--- src/rtl/dma_pkg.sv ---
package dma_pkg;

  typedef enum logic [1:0] {
    AM_INC = 2'd0,
    AM_DEC = 2'd1,
    AM_FIX = 2'd2,
    AM_IO  = 2'd3
  } amode_t;

  typedef enum logic [1:0] {
    PACE_PIN  = 2'd0,
    PACE_TX   = 2'd1,
    PACE_RX   = 2'd2,
    PACE_NONE = 2'd3
  } pace_t;

  typedef enum logic [1:0] {
    ST_IDLE = 2'd0,
    ST_RD   = 2'd1,
    ST_WR   = 2'd2
  } state_t;

  localparam logic [2:0] REG_SRC  = 3'd0;
  localparam logic [2:0] REG_DST  = 3'd1;
  localparam logic [2:0] REG_CNT  = 3'd2;
  localparam logic [2:0] REG_MODE = 3'd3;
  localparam logic [2:0] REG_CTRL = 3'd4;

  localparam int CTRL_EN = 0;
  localparam int CTRL_WP = 1;
  localparam int CTRL_IE = 2;

endpackage

--- src/rtl/dma_addr_unit.sv ---
module dma_addr_unit
  import dma_pkg::*;
#(
  parameter int AW  = 20,
  parameter int IOW = 16
) (
  input  logic          clk,
  input  logic          rst_n,
  input  logic          load,
  input  logic [AW-1:0] load_val,
  input  amode_t        mode,
  input  logic          step,
  output logic [AW-1:0] addr_q,
  output logic [AW-1:0] eff_addr
);

  localparam int HIW = AW - IOW;

  always_ff @(posedge clk or negedge rst_n) begin
    if (!rst_n) begin
      addr_q <= '0;
    end else if (load) begin
      addr_q <= load_val;
    end else if (step) begin
      case (mode)
        AM_INC:  addr_q <= addr_q + AW'(1);
        AM_DEC:  addr_q <= addr_q - AW'(1);
        default: addr_q <= addr_q;
      endcase
    end
  end

  always_comb begin
    if (mode == AM_IO) eff_addr = {{HIW{1'b0}}, addr_q[IOW-1:0]};
    else               eff_addr = addr_q;
  end

endmodule

--- src/rtl/dma_req_pacer.sv ---
module dma_req_pacer
  import dma_pkg::*;
(
  input  logic       clk,
  input  logic       rst_n,
  input  pace_t      pace,
  input  logic       edge_mode,
  input  logic       armed,
  input  logic       take,
  input  logic       dreq_pin,
  input  logic       tx_empty,
  input  logic       rx_full,
  input  logic [2:0] gate_bits,
  output logic       grant
);

  logic raw;
  logic raw_q;
  logic pending_q;
  logic rise;

  always_comb begin
    case (pace)
      PACE_PIN: raw = dreq_pin && (gate_bits == 3'b000);
      PACE_TX:  raw = tx_empty;
      PACE_RX:  raw = rx_full;
      default:  raw = 1'b0;
    endcase
  end

  assign rise = raw && !raw_q;

  always_ff @(posedge clk or negedge rst_n) begin
    if (!rst_n) begin
      raw_q     <= 1'b0;
      pending_q <= 1'b0;
    end else begin
      raw_q <= raw;
      if (!armed)    pending_q <= 1'b0;
      else if (rise) pending_q <= 1'b1;
      else if (take) pending_q <= 1'b0;
    end
  end

  assign grant = armed && (edge_mode ? pending_q : raw);

endmodule

--- src/rtl/dma_engine.sv ---
module dma_engine
  import dma_pkg::*;
#(
  parameter int AW    = 20,
  parameter int IOW   = 16,
  parameter int CNT_W = 16,
  parameter int DW    = 8
) (
  input  logic          clk,
  input  logic          rst_n,
  input  logic          reg_wr,
  input  logic [2:0]    reg_sel,
  input  logic [AW-1:0] reg_wdata,
  input  logic          dreq,
  input  logic          tx_empty,
  input  logic          rx_full,
  output logic [AW-1:0] bus_addr,
  output logic          bus_io,
  output logic          bus_rd,
  output logic          bus_wr,
  output logic [DW-1:0] bus_wdata,
  input  logic [DW-1:0] bus_rdata,
  input  logic          bus_ack,
  output logic          busy,
  output logic          irq
);

  localparam int CW   = CNT_W + 1;
  localparam int GB_A = 16;
  localparam int GB_B = 17;
  localparam int GB_C = 19;

  state_t          state_q;
  logic            enable_q, ie_q, tc_q;
  logic [6:0]      mode_q;
  logic [CW-1:0]   cnt_q;
  logic [DW-1:0]   data_q;

  logic wr_cnt, wr_mode, wr_ctrl, ctrl_ok;
  logic take, byte_done, last_byte, grant;
  logic [CNT_W-1:0] cnt_load;

  amode_t          side_mode [2];
  logic            side_load [2];
  logic [AW-1:0]   side_addr [2];
  logic [AW-1:0]   side_eff  [2];
  logic [AW-1:0]   gate_addr;

  assign wr_cnt  = reg_wr && (reg_sel == REG_CNT);
  assign wr_mode = reg_wr && (reg_sel == REG_MODE);
  assign wr_ctrl = reg_wr && (reg_sel == REG_CTRL);
  assign ctrl_ok = wr_ctrl && !reg_wdata[CTRL_WP];

  assign side_mode[0] = amode_t'(mode_q[1:0]);
  assign side_mode[1] = amode_t'(mode_q[3:2]);
  assign side_load[0] = reg_wr && (reg_sel == REG_SRC);
  assign side_load[1] = reg_wr && (reg_sel == REG_DST);

  assign take      = (state_q == ST_IDLE) && enable_q && grant;
  assign byte_done = (state_q == ST_WR) && bus_ack;
  assign last_byte = (cnt_q == CW'(1));
  assign cnt_load  = reg_wdata[CNT_W-1:0];

  for (genvar s = 0; s < 2; s++) begin : g_side
    dma_addr_unit #(.AW(AW), .IOW(IOW)) u_addr (
      .clk      (clk),
      .rst_n    (rst_n),
      .load     (side_load[s]),
      .load_val (reg_wdata),
      .mode     (side_mode[s]),
      .step     (byte_done),
      .addr_q   (side_addr[s]),
      .eff_addr (side_eff[s])
    );
  end

  assign gate_addr = (side_mode[0] == AM_IO) ? side_addr[0] : side_addr[1];

  dma_req_pacer u_pacer (
    .clk       (clk),
    .rst_n     (rst_n),
    .pace      (pace_t'(mode_q[6:5])),
    .edge_mode (mode_q[4]),
    .armed     (enable_q),
    .take      (take),
    .dreq_pin  (dreq),
    .tx_empty  (tx_empty),
    .rx_full   (rx_full),
    .gate_bits ({gate_addr[GB_C], gate_addr[GB_B], gate_addr[GB_A]}),
    .grant     (grant)
  );

  always_ff @(posedge clk or negedge rst_n) begin
    if (!rst_n) begin
      mode_q <= '0;
      cnt_q  <= '0;
    end else begin
      if (wr_mode) mode_q <= reg_wdata[6:0];
      if (wr_cnt)         cnt_q <= {(cnt_load == '0), cnt_load};
      else if (byte_done) cnt_q <= cnt_q - CW'(1);
    end
  end

  always_ff @(posedge clk or negedge rst_n) begin
    if (!rst_n) begin
      enable_q <= 1'b0;
      ie_q     <= 1'b0;
      tc_q     <= 1'b0;
    end else begin
      if (ctrl_ok)                       enable_q <= reg_wdata[CTRL_EN];
      else if (byte_done && last_byte)   enable_q <= 1'b0;
      if (wr_ctrl)                       ie_q <= reg_wdata[CTRL_IE];
      if (ctrl_ok || (wr_ctrl && !reg_wdata[CTRL_IE])) tc_q <= 1'b0;
      else if (byte_done && last_byte)   tc_q <= 1'b1;
    end
  end

  always_ff @(posedge clk or negedge rst_n) begin
    if (!rst_n) begin
      state_q <= ST_IDLE;
      data_q  <= '0;
    end else begin
      case (state_q)
        ST_IDLE: if (take) state_q <= ST_RD;
        ST_RD: if (bus_ack) begin
          data_q  <= bus_rdata;
          state_q <= ST_WR;
        end
        ST_WR: if (bus_ack) state_q <= ST_IDLE;
        default: state_q <= ST_IDLE;
      endcase
    end
  end

  assign bus_rd    = (state_q == ST_RD);
  assign bus_wr    = (state_q == ST_WR);
  assign bus_addr  = bus_wr ? side_eff[1] : side_eff[0];
  assign bus_io    = bus_wr ? (side_mode[1] == AM_IO) : (side_mode[0] == AM_IO);
  assign bus_wdata = data_q;
  assign busy      = enable_q || (state_q != ST_IDLE);
  assign irq       = tc_q && ie_q;

endmodule

--- config.mk ---
export PLATFORM = sky130hd
export DESIGN_NAME = dma_engine
export DESIGN_NICKNAME = d
export VERILOG_FILES = /design/src/rtl/dma_pkg.sv /design/src/rtl/dma_addr_unit.sv /design/src/rtl/dma_req_pacer.sv /design/src/rtl/dma_engine.sv
export SDC_FILE = /design/constraint.sdc
export NUM_CORES = 1
export LEC_CHECK = 0
export ABC_AREA = 0
export BUFFER_PORTS_ARGS = -buffer_cell sky130_fd_sc_hd__buf_2
export CORE_ASPECT_RATIO = 0.8
export CORE_MARGIN = 8
export CORE_UTILIZATION = 45
export CTS_CLUSTER_DIAMETER = 200
export DETAILED_ROUTE_END_ITERATION = 12
export RECOVER_POWER = 50
export SLEW_MARGIN = 20
export SYNTH_ARGS = -nofsm -noshare
export SYNTH_HDL_FRONTEND = slang
export SYNTH_HIERARCHICAL = 1
export SYNTH_SLANG_ARGS = --single-unit
--- constraint.sdc ---
create_clock -name clk -period 5.1 [get_ports clk]
set_input_delay 1.02 -clock clk [delete_from_list [all_inputs] [get_ports clk]]
set_output_delay 1.02 -clock clk [all_outputs]
set_load 0.005 [all_outputs]
Word-level counts from Yosys, hierarchy flattened
Cells that the tools add are included.

storage, ports and cells
  register bits after elaboration = 79
  input port bits = 38
  output and inout port bits = 33
  logic and storage cells = 98

cells by class
  $add $sub $neg = 5
  eq/ne operators = 17
  muxes and demuxes = 26
  reduce and logical (&&, ||, !) cells = 39

operators by type and width
  cell                                                 count
  2-to-1 mux 20 bit                                    8
  one-hot mux 20 bit (2 select lines)                  2
  adder 20 x 1 -> 20 bit (second input constant)       2
  subtractor 20 x 1 -> 20 bit (second input constant)  2
  2-to-1 mux 17 bit                                    2
  == test 17 x 1 -> 1 bit (second input constant)      1
  subtractor 17 x 1 -> 17 bit (second input constant)  1
  zero test 16 bit                                     1
  logical AND 1 bit                                    15
  nonzero test 2 bit                                   6
  2-to-1 mux 1 bit                                     9
  == test 2 x 1 -> 1 bit (second input constant)       4
  == test 2 bit (second input constant)                4
  zero test 2 bit                                      4
  == test 3 x 2 -> 1 bit (second input constant)       2
  zero test 3 bit                                      2
  2-to-1 mux 2 bit                                     3
  one-hot mux 2 bit (3 select lines)                   1
  AND reduction 2 bit                                  3
  nonzero test 3 bit                                   2
  != test 2 x 1 -> 1 bit (second input constant)       2
  == test 3 x 1 -> 1 bit (second input constant)       1
  == test 3 bit (second input constant)                1
  zero test 1 bit                                      3
  other kinds (5)                                      6

Logic depth before layout (Yosys ltp)
Gate-level depths: netlist of the first run.

  word-level depth = 11
  mapped depth = 11

Cells and area by module
The synthesis of the first run kept the hierarchy.

modules (own cells, without submodules)
  module         instances  cells each  area an instance (µm²)
  dma_addr_unit  2          242         1934.4
  dma_engine     1          208         2177.1
  dma_req_pacer  1          15          138.9

Worst setup path before layout of the first run
Ideal clock, no wire load.

  path kind = flip-flop to flip-flop
  start = reg mode_q[1]
  end = reg g_side[0].u_addr.addr_q[14]
  arrival time = 2.570 ns
  required time = 4.966 ns
  slack = 2.396 ns
  cell stages (with the launch flop) = 12
  buffers on the path = 2
  clock period less this slack = 2.704 ns
  cells stage by stage = dfrtp_1 nor2b_1 clkbuf_1 buf_1 xnor2_1 ha_1 nor2_1 nand4_1 or4_1 a21oi_1 xnor2_1 o21ai_0

on the way
  longest elaborated chain between the ends = 4
  elaborated cells between the ends (all ways) = 7

ends and longest elaborated chain
  item                                                              RTL line             text
  start: declaration                                                dma_engine.sv:35     logic [6:0] mode_q;
  start signal: assignment                                          dma_engine.sv:98     if (wr_mode) mode_q <= reg_wdata[6:0];
  == test 2 x 1 -> 1 bit / zero test 2 bit (equally long branches)  dma_addr_unit.sv:25  case (mode)
  one-hot mux 20 bit (2 select lines)                               dma_addr_unit.sv:25
  2-to-1 mux 20 bit                                                 dma_addr_unit.sv:24  end else if (step) begin
  2-to-1 mux 20 bit                                                 dma_addr_unit.sv:22  end else if (load) begin
  end signal: assignment                                            dma_addr_unit.sv:23  addr_q <= load_val;
  end signal: assignment                                            dma_addr_unit.sv:26  AM_INC: addr_q <= addr_q + AW'(1);
  end signal: assignment                                            dma_addr_unit.sv:27  AM_DEC: addr_q <= addr_q - AW'(1);
  end: declaration                                                  dma_addr_unit.sv:13  output logic [AW-1:0] addr_q,

Several ways; a longest one is shown, not always the timed one. The select of a mux whose other input is x is not followed.
A chain may end at the register's enable or synchronous reset.

Worst setup path in the final report of the first run
  start = reg state_q[1]
  end = out bus_addr[3]

on the way
  longest elaborated chain between the ends = 2

ends and longest elaborated chain
  item                      RTL line           text
  start: declaration        dma_engine.sv:33   state_t state_q;
  start signal: assignment  dma_engine.sv:120  state_q <= ST_IDLE;
  start signal: assignment  dma_engine.sv:124  ST_IDLE: if (take) state_q <= ST_RD;
  start signal: assignment  dma_engine.sv:127  state_q <= ST_WR;
  == test 2 bit             dma_engine.sv:136  assign bus_wr = (state_q == ST_WR);
  2-to-1 mux 20 bit         dma_engine.sv:137  assign bus_addr = bus_wr ? side_eff[1] : side_eff[0];
  end: declaration          dma_engine.sv:17   output logic [AW-1:0] bus_addr,

No other way between the ends.

==> summary.md, run 1 <==
| Metric | Value |
|---|---|
| Final clock skew | `6.83 ps` |
| CTS tree | `built` |
| Crit path max fanout | `26` |
| CTS buffer count | `9` |
| Most used DFF post-synth | `dfrtp_1` |
| Hold_ws | `501 ps` |
| Failing checks | `capacitance limit, slew limit` |
| Vias | `5630` |
| Seq cells post-synth | `79` |
| Crit end category | `primary output` |
| Row count | `38` |
| Post-Syn Area | `6180 um^2` |
| Hold_buf cts | `0` |
| Sequential area share after synthesis | `32.0%` |
| HPWL Detailed | `14.1 mm` |
| EDFF count, synth | `0` |
| Core area | `13500 um^2` |
| Port Buffer Count | `70` |
| Leakage | `2.56 nW` |
| Largest net degree at the start of global routing | `80` |
| GRT overflow | `0` |
| Synth-to-layout area growth | `8.19%` |
| Cell Area, Placed | `6420 um^2` |
| Pwr Density | `404 nW/um^2` |
| Crit path launch type | `flip-flop` |
| Kind of critical path | `reg2out` |
| FF-to-FF Start | `mode_q[2]` |
| Final min period | `2850 ps` |
| Min-delay worst type | `reg2reg` |
| Crit path arrival time | `1830 ps` |
| Syn Inst Count | `707` |
| Max_cap viols | `1` |
| Final period utilization | `56.0%` |
| Initial antenna violation count | `0` |
| Clock Tree Buf Depth | `2` |
| Clk_lat worst skew | `340 ps` |
| Vias per inst | `6.19` |
| Tightest Pin Transition | `2100 ps` |
| Largest cells by area after synthesis | `dfrtp_1, mux2_2, nand2_1` |
| Post-cts resize count | `0` |
| CTS Sinks | `79` |
| Number of routed nets with antenna violations | `0` |
| Max Slew Vio Count | `80` |
| Design Power | `2.70 mW` |
| Number of setup buffers added after CTS | `0` |
| Worst EP required | `4080 ps` |
| Avg Synthesized Cell Area | `8.75 um^2` |
| Slew HR | `-40.1%` |
| Fraction of layout cells with a size suffix above 1 | `22.1%` |
| Total negative slack | `0 ps` |
| H-tree depth | `3` |
| Root buffer cell | `clkbuf_16` |
| Ys async rst share | `100%` |
| Status | `finished with violations` |
| Final GP Congestion | `0.966` |
| Diode count | `0` |
| Hold path start | `bus_wdata[1]` |
| Leading area contributor after synthesis | `dfrtp_1` |
| Distinct cells, synth | `66` |
| Crit path from | `state_q[1]` |
| DRC Markers | `0` |
| Initial DRC count | `538` |
| First-pass GRT wire length | `30.9 mm` |
| Syn_nets | `749` |
| Die Y | `121 um` |
| Final instance area | `6690 um^2` |
| Die width | `147 um` |
| Yosys warns | `6` |
| VDD IR max | `0.225 mV` |
| Initial Utilization | `45.8%` |
| Layout Nets | `766` |
| IO Pins | `71` |
| CTS clock-pin slew for the worst setup and hold paths | `60 ps` |
| Unrepaired setup endpoints after global routing | `no` |
| Fmax | `0.350 GHz` |
| 1st-pass router iterations | `5` |
| Die ar. | `17800 um^2` |
| Hold Fails Final Rpt | `0` |
| Final WL | `19.4 mm` |
| Avg WL per Cell | `21.4 um` |
| Post-synth top area share | `32.0%` |
| GRT Total Usage | `21.9%` |
| Vias in the first global route | `5413` |
| Final setup vio count | `0` |
## where the power goes
part / internal (mW) / switching, mW / total [mW]
Combinational: 0.443 / 0.509 / 0.952
Clock: 0.346 / 0.282 / 0.627
Sequential: 0.792 / 0.332 / 1.12
Total: 1.58 / 1.12 / 2.70
## Yosys cell counts, types with 5 or more instances
| library cell | instances |
|---|---|
| nand3_1 | 28 |
| nand4_1 | 17 |
| xnor2_1 | 23 |
| o21ai_1 | 14 |
| nor2_1 | 35 |
| a31oi_1 | 10 |
| xor2_1 | 20 |
| or4_1 | 9 |
| mux2_1 | 7 |
| buf_2 | 13 |
| nor2b_1 | 10 |
| inv_1 | 9 |
| nor3_1 | 14 |
| nand3b_1 | 7 |
| nor4bb_1 | 6 |
| and2_1 | 20 |
| and4_1 | 5 |
| nand2_1 | 74 |
| nand4b_1 | 7 |
| nor4_1 | 11 |
| nand2b_1 | 8 |
| buf_4 | 32 |
| dfrtp_1 | 79 |
| or3_1 | 15 |
| mux2i_1 | 13 |
| clkbuf_1 | 19 |
| a22oi_1 | 6 |
| nor3b_1 | 6 |
| o21ai_0 | 33 |
| nor4b_1 | 5 |
| a21oi_1 | 34 |
| mux2_2 | 42 |
## sequential cells by signal, summed over array words and instances (netlist names)
register	cells
bus_wdata	8
cnt_q	17
enable_q	1
g_side.u_addr/addr_q	40
ie_q	1
mode_q	7
state_q	2
tc_q	1
u_pacer/pending_q	1
u_pacer/raw_q	1
## placed cells by master, fill, tap and decap left out, drive strengths merged, types with 14 or more instances in the layout
cell and count:
nor3 14, xnor2 23, dfrtp 79, mux2 49
and2 20, buf 72, o21ai 47, nand2 74
clkbuf 14, or3 19, nand3 28, xor2 20
nand4 17, nor2 35, a21oi 34
## metal layers
metal  track usage [%]  routed length, um  up-vias  share of wire (%)
met3              5.67               1740       37                9.0
met5                 0                  0        -                  0
li1                  -                  -     2602                  -
met4              6.04                367        0                1.9
met2              32.3               8300      283                 43
met1              31.0               9020     2708                 46
## cell type report
type | count | area [um^2]
Clock inverter | 6 | 43.8
Clock buffer | 10 | 239
Inverter | 11 | 41.3
Tap cell | 180 | 225
Multi-Input combinational cell | 547 | 3780
Timing Repair Buffer | 76 | 389
Sequential cell | 79 | 1980
Fill cell | 1337 | 6810
## logic make-up (layout without fill, tap and decap cells)
logic type / after synthesis / after routing / share of synthesized area [%]
XOR/XNOR: 43 / 43 / 6.09
multiplexers: 62 / 62 / 11.0
AND/OR/NAND/NOR: 298 / 298 / 27.8
AO/OA/AOI/OAI: 140 / 140 / 14.7
flip-flops: 79 / 79 / 32.0
buffers and inverters: 81 / 103 / 7.61
adder cells (fa/ha/maj): 4 / 4 / 0.809
## per-stage QoR
| stage | util [%] | worst slack (ps) | std cells |
|---|---|---|---|
| after floorplan | - | 2400 | 707 |
| after global placement | 47.5 | 2240 | 893 |
| after detailed placement | 47.5 | 2170 | 893 |
| after CTS | 49.6 | 2230 | 909 |
| after global routing | 49.6 | 2060 | 909 |
| final | 49.6 | 2250 | 909 |
## worst max-delay path, cell delays in order (launching register included)
cell,delay (ps)
dfrtp_1,410
nor2b_2,170
buf_4,350
mux2_2,410
buf_2,140
## worst paths after layout
check | endpoint | slack [ps] | cells past startpoint
setup / recovery | bus_addr[3] | 2250 | 4
hold reg to reg | bus_wdata[1] | 500 | 1
max in group asynchronous | g_side[0].u_addr/addr_q[17] | 2570 | 1
min in group asynchronous | cnt_q[8] | 1250 | 1
setup reg to reg | g_side[1].u_addr/addr_q[14] | 2260 | 10
hold / removal | bus_wdata[1] | 500 | 1
(Power assumes the default switching activity.)
==> inputs of run 2 (changes only) <==
clock period = 2.9 ns   (was 5.1 ns; I/O delays follow)
==> run 2 against run 1 <==
  * The flow now finishes without violations
  * Sequential share of layout area fell by 0.58 points
  * Clock-buffer cell count fell by 1
  * Sequential power rose by 71%
  * Register-to-register slack got worse by 2000 ps
  * Total power rose by 79%
  * Die area did not move
  * Via count fell by 0.46%
  * Global-route usage rose by 0.52 points
  * Critical path depth rose by 5
  * Worst setup slack got worse by 2000 ps
  * Cell count rose by 2.1%
  * Critical path type is now reg2reg
  * Largest power group unchanged
==> summary.md, run 2 (synthesized netlist as in run 1, its figures left out) <==
| Metric | Value |
|---|---|
| Status | `finished, final reports clean` |
| Vias in the first global route | `5495` |
| Root buffer cell | `clkbuf_16` |
| Fmax | `0.375 GHz` |
| Crit path launch type | `flip-flop` |
| Hold Fails Final Rpt | `0` |
| Final core occ | `50.5%` |
| Design Power | `4.84 mW` |
| CTS tree | `built` |
| Initial Utilization | `45.8%` |
| Crit path arrival time | `2880 ps` |
| Cell Area, Placed | `6550 um^2` |
| Pwr Density | `710 nW/um^2` |
| Post-cts resize count | `0` |
| Commonest non-fill, non-tap cell in the layout | `dfrtp_1` |
| Die Y | `121 um` |
| Final WS setup | `232 ps` |
| CTS buffer count | `9` |
| Kind of critical path | `reg2reg` |
| Hold_buf cts | `0` |
| Number of routed nets with antenna violations | `0` |
| Row count | `38` |
| Crit end category | `flip-flop` |
| Final WL | `19.8 mm` |
| CTS Sinks | `79` |
| Hold EP | `bus_wdata[6]` |
| Hold Crit Depth | `2` |
| Final clock skew | `8.25 ps` |
| Synth-to-layout area growth | `10.4%` |
| VDD IR max | `0.330 mV` |
| Initial antenna violation count | `0` |
| Final non-filler cell total | `928` |
| Post-Place Cells | `911` |
| Die ar. | `17800 um^2` |
| Worst EP required | `3120 ps` |
| Post-Place Setup Slack | `310 ps` |
| Unrepaired setup endpoints after global routing | `no` |
| Clk_lat worst skew | `340 ps` |
| IO Pins | `71` |
| GRT overflow | `0` |
| Vias | `5604` |
| Core area | `13500 um^2` |
| Max Slew Vio Count | `0` |
| Final period utilization | `92.0%` |
| CTS clock-pin slew for the worst setup and hold paths | `70 ps` |
| Reg-to-Reg End | `u_pacer/pending_q` |
| Flop2flop setup slack | `230 ps` |
| H-tree depth | `3` |
| First-pass GRT wire length | `31.5 mm` |
| 1st-pass router iterations | `5` |
| Slew HR | `17.9%` |
| HPWL Detailed | `14.8 mm` |
| Clock Tree Buf Depth | `2` |
| R2R cell count | `9` |
| Final instance area | `6830 um^2` |
| Final min period | `2670 ps` |
| Initial DRC count | `486` |
| Port Buffer Count | `70` |
| DRC Markers | `0` |
| Largest net degree at the start of global routing | `46` |
| Leakage | `2.63 nW` |
| Tightest Pin Transition | `1230 ps` |
| Final GP Congestion | `0.973` |
| Total negative slack | `0 ps` |
| Commonest non-fill, non-tap cells in the layout | `dfrtp_1, nand2_1, buf_2` |
| Min-delay worst type | `in2reg` |
| GRT Total Usage | `22.4%` |
| Max_cap viols | `0` |
| Fraction of layout cells with a size suffix above 1 | `23.3%` |
| # fillers | `1292` |
| Layout Nets | `784` |
| Crit path max fanout | `10` |
| Hold_ws | `464 ps` |
| Number of setup buffers added after CTS | `0` |
| Avg WL per Cell | `21.3 um` |
| Max reg flops | `40` |
| Hold path start | `bus_rdata[6]` |
| Final setup vio count | `0` |
| FF-to-FF Start | `mode_q[1]` |
| Die width | `147 um` |
| Biggest register | `g_side.u_addr/addr_q` |
| Vias per inst | `6.04` |
==> run 2: changes by cell type in the layout (fill, tap and decap cells not counted), sizes merged <==
cell,before,now
buf,72,85
clkinv,5,4
inv,11,14
clkbuf,14,18
clkinvlp,1,0
diode,0,1
==> run 2: worst max-delay path: stages, from the launching register on <==
cell and delay (ps):
dfrtp_1 470, nand2_1 210, mux2_2 370, nor4b_2 600, nor3_1 160, o31ai_1 260, nand2_1 70, nor3_1 180
nand3b_1 140, o31ai_1 70
==> run 2: final cells by class <==
class | count | area, um^2 | area share [%]
multi-input combinational | 547 | 3780 | 55.3
sequential | 79 | 1980 | 29.0
timing repair buffer | 94 | 515 | 7.55
clock buffer | 9 | 225 | 3.30
tap | 180 | 225 | 3.30
clock inverter | 7 | 62.6 | 0.917
inverter | 11 | 41.3 | 0.605
antenna | 1 | 2.50 | 0.0367
==> run 2: how the worst max path moves through the flow <==
stage	from	end	cells after the start
after global placement	mode_q[1]	u_pacer/pending_q	9
after CTS	mode_q[1]	u_pacer/pending_q	9
after floorplan	mode_q[1]	g_side[0].u_addr/addr_q[14]	11
after detailed placement	bus_ack	g_side[1].u_addr/addr_q[19]	8
final	mode_q[1]	u_pacer/pending_q	9
after global routing	state_q[1]	g_side[1].u_addr/addr_q[19]	8
==> run 2: power breakdown <==
| group | internal [mW] | switching (mW) |
|---|---|---|
| Combinational | 0.846 | 0.967 |
| Clock | 0.602 | 0.515 |
| Sequential | 1.39 | 0.521 |
| Total | 2.84 | 2.00 |
==> run 2: metal layers <==
layer	track usage, %	wire length, um
met3	5.11	1510
met5	0	0
met1	31.7	9450
met2	33.4	8570
met4	6.74	289
==> inputs of run 3 (changes only) <==
CORE_UTILIZATION = 59   (was 45)
PLACE_DENSITY = 0.8   (was default)
==> run 3 against run 2 <==
  * The flow now finishes with violations (capacitance limit, slew limit)
  * Routed wire length grew 1.6%
  * Critical path depth is the same
  * First-iteration DRC count grew 61%
  * Fmax grew 0.23%
  * Non-clock buffer count grew 2
  * Hold slack gained 1.4 ps
  * Via count grew 5.0%
  * Worst setup slack gained 6.0 ps
  * Highest routed layer unchanged
==> summary.md, run 3 (synthesized netlist as in run 1, its figures left out) <==
| Metric | Value |
|---|---|
| Status | `finished with violations` |
| Failing checks | `capacitance limit, slew limit` |
| DRC Markers | `0` |
| Total negative slack | `0 ps` |
| # fillers | `880` |
| GRT met1 Usage | `40.3%` |
| Crit path arrival time | `2870 ps` |
| Crit path launch type | `flip-flop` |
| CP max-delay cell | `dfrtp_1` |
| Fraction of layout cells with a size suffix above 1 | `23.1%` |
| Number of routed nets with antenna violations | `0` |
| Final period utilization | `91.8%` |
| GR Util met3 | `8.07%` |
| Worst-path cell chain | `nand2_1, mux2_2, nor4b_4, nor3_1, o31ai_1, nand2_1, nor3_1, nand3b_1, o31ai_1` |
| Largest net degree at the start of global routing | `80` |
| Number of setup buffers added after CTS | `0` |
| Vias | `5884` |
| Flop2flop setup slack | `240 ps` |
| Kind of critical path | `reg2reg` |
| Crit end category | `flip-flop` |
| HPWL Detailed | `14.8 mm` |
| Final clock skew | `12.2 ps` |
| Die width | `130 um` |
| Synth-to-layout area growth | `10.1%` |
| Final WL | `20.1 mm` |
| CTS clock-pin slew for the worst setup and hold paths | `70 ps` |
| CP top delay family | `simple AND/OR/NAND/NOR gates` |
| Initial Utilization | `60.4%` |
| Fmax | `0.376 GHz` |
| Die ar. | `14000 um^2` |
| Clock Tree Buf Depth | `2` |
| Crit path max fanout | `10` |
| Worst EP required | `3110 ps` |
| Crit path depth | `9` |
| Commonest non-fill, non-tap cell in the layout | `dfrtp_1` |
| Diode count | `0` |
| Vias in the first global route | `5646` |
| GRT overflow | `0` |
| Initial antenna violation count | `0` |
| CTS tree | `built` |
| Slew HR | `-36.0%` |
| Port Buffer Count | `70` |
| GR peak layer | `met2` |
| H-tree depth | `3` |
| CTS Sinks | `79` |
| Max stage delay on crit path | `470 ps` |
| Root buffer cell | `clkbuf_16` |
| Min-delay worst type | `in2reg` |
| Unrepaired setup endpoints after global routing | `no` |
| Max reg flops | `40` |
| Clk_lat worst skew | `340 ps` |
| Max Slew Vio Count | `80` |
| Final min period | `2660 ps` |
| Pwr Density | `722 nW/um^2` |
| Met2 Use GR | `42.4%` |
| Final core occ | `66.5%` |
| R2R cell count | `9` |
| WP buf/inv | `0` |
| Initial DRC count | `782` |
| Hold Crit Depth | `2` |
| IO Pins | `71` |
| Row count | `33` |
| Biggest register | `g_side.u_addr/addr_q` |
| Final setup vio count | `0` |
| Avg WL per Cell | `22.6 um` |
| Leakage | `2.64 nW` |
| Die Y | `108 um` |
| Post-cts resize count | `0` |
| Hold Fails Final Rpt | `0` |
| First-pass GRT wire length | `31.4 mm` |
| Layout Nets | `786` |
| Tightest Pin Transition | `2040 ps` |
| CTS buffer count | `9` |
| Core area | `10200 um^2` |
| Final GP Congestion | `1.02` |
| 1st-pass router iterations | `5` |
| Commonest non-fill, non-tap cells in the layout | `dfrtp_1, nand2_1, buf_2` |
| Vias per inst | `6.62` |
| Hold_buf cts | `0` |
| GRT Total Usage | `29.1%` |
| Max_cap viols | `1` |
| VDD IR max | `0.419 mV` |
[run 3: stage by stage]
stage / cells / instance area (um^2) / hold slack [ps] / worst slack, ps / power, mW
floorplan: 707 / 6180 / 284 / 196 / 3.16
global placement: 873 / 6530 / 481 / 256 / 3.67
detailed placement: 873 / 6530 / 488 / 299 / 3.71
CTS: 889 / 6830 / 279 / 215 / 4.89
global route: 889 / 6810 / 463 / 42.7 / 5.16
finish: 889 / 6810 / 466 / 238 / 4.92
[run 3: where the power goes]
part / total (mW) / switching (mW) / internal, mW
combinational: 1.86 / 1.01 / 0.844
clock: 1.16 / 0.488 / 0.674
sequential: 1.90 / 0.503 / 1.39
[run 3: metal layers]
metal / part of all wire [%] / up-vias
met5: 0 / -
met4: 3.2 / 0
met3: 11 / 64
met2: 42 / 355
met1: 44 / 2835
li1: - / 2630
[run 3: final cells by class]
cell class | instances | area (um^2) | area share, %
clock buffer | 10 | 229 | 3.36
clock inverter | 6 | 68.8 | 1.01
timing repair buffer | 96 | 531 | 7.79
tap | 140 | 175 | 2.57
inverter | 11 | 41.3 | 0.607
sequential | 79 | 1980 | 29.0
multi-input combinational | 547 | 3780 | 55.6
[run 3: final timing paths]
| path | startpoint | end |
|---|---|---|
| min in group asynchronous | rst_n | g_side[1].u_addr/addr_q[14] |
| worst min register to register | bus_wdata[2] | bus_wdata[2] |
| worst max register to register | mode_q[1] | u_pacer/pending_q |
| max in group asynchronous | rst_n | cnt_q[15] |
| worst max-delay path | mode_q[1] | u_pacer/pending_q |
| worst min-delay path | bus_rdata[2] | bus_wdata[2] |
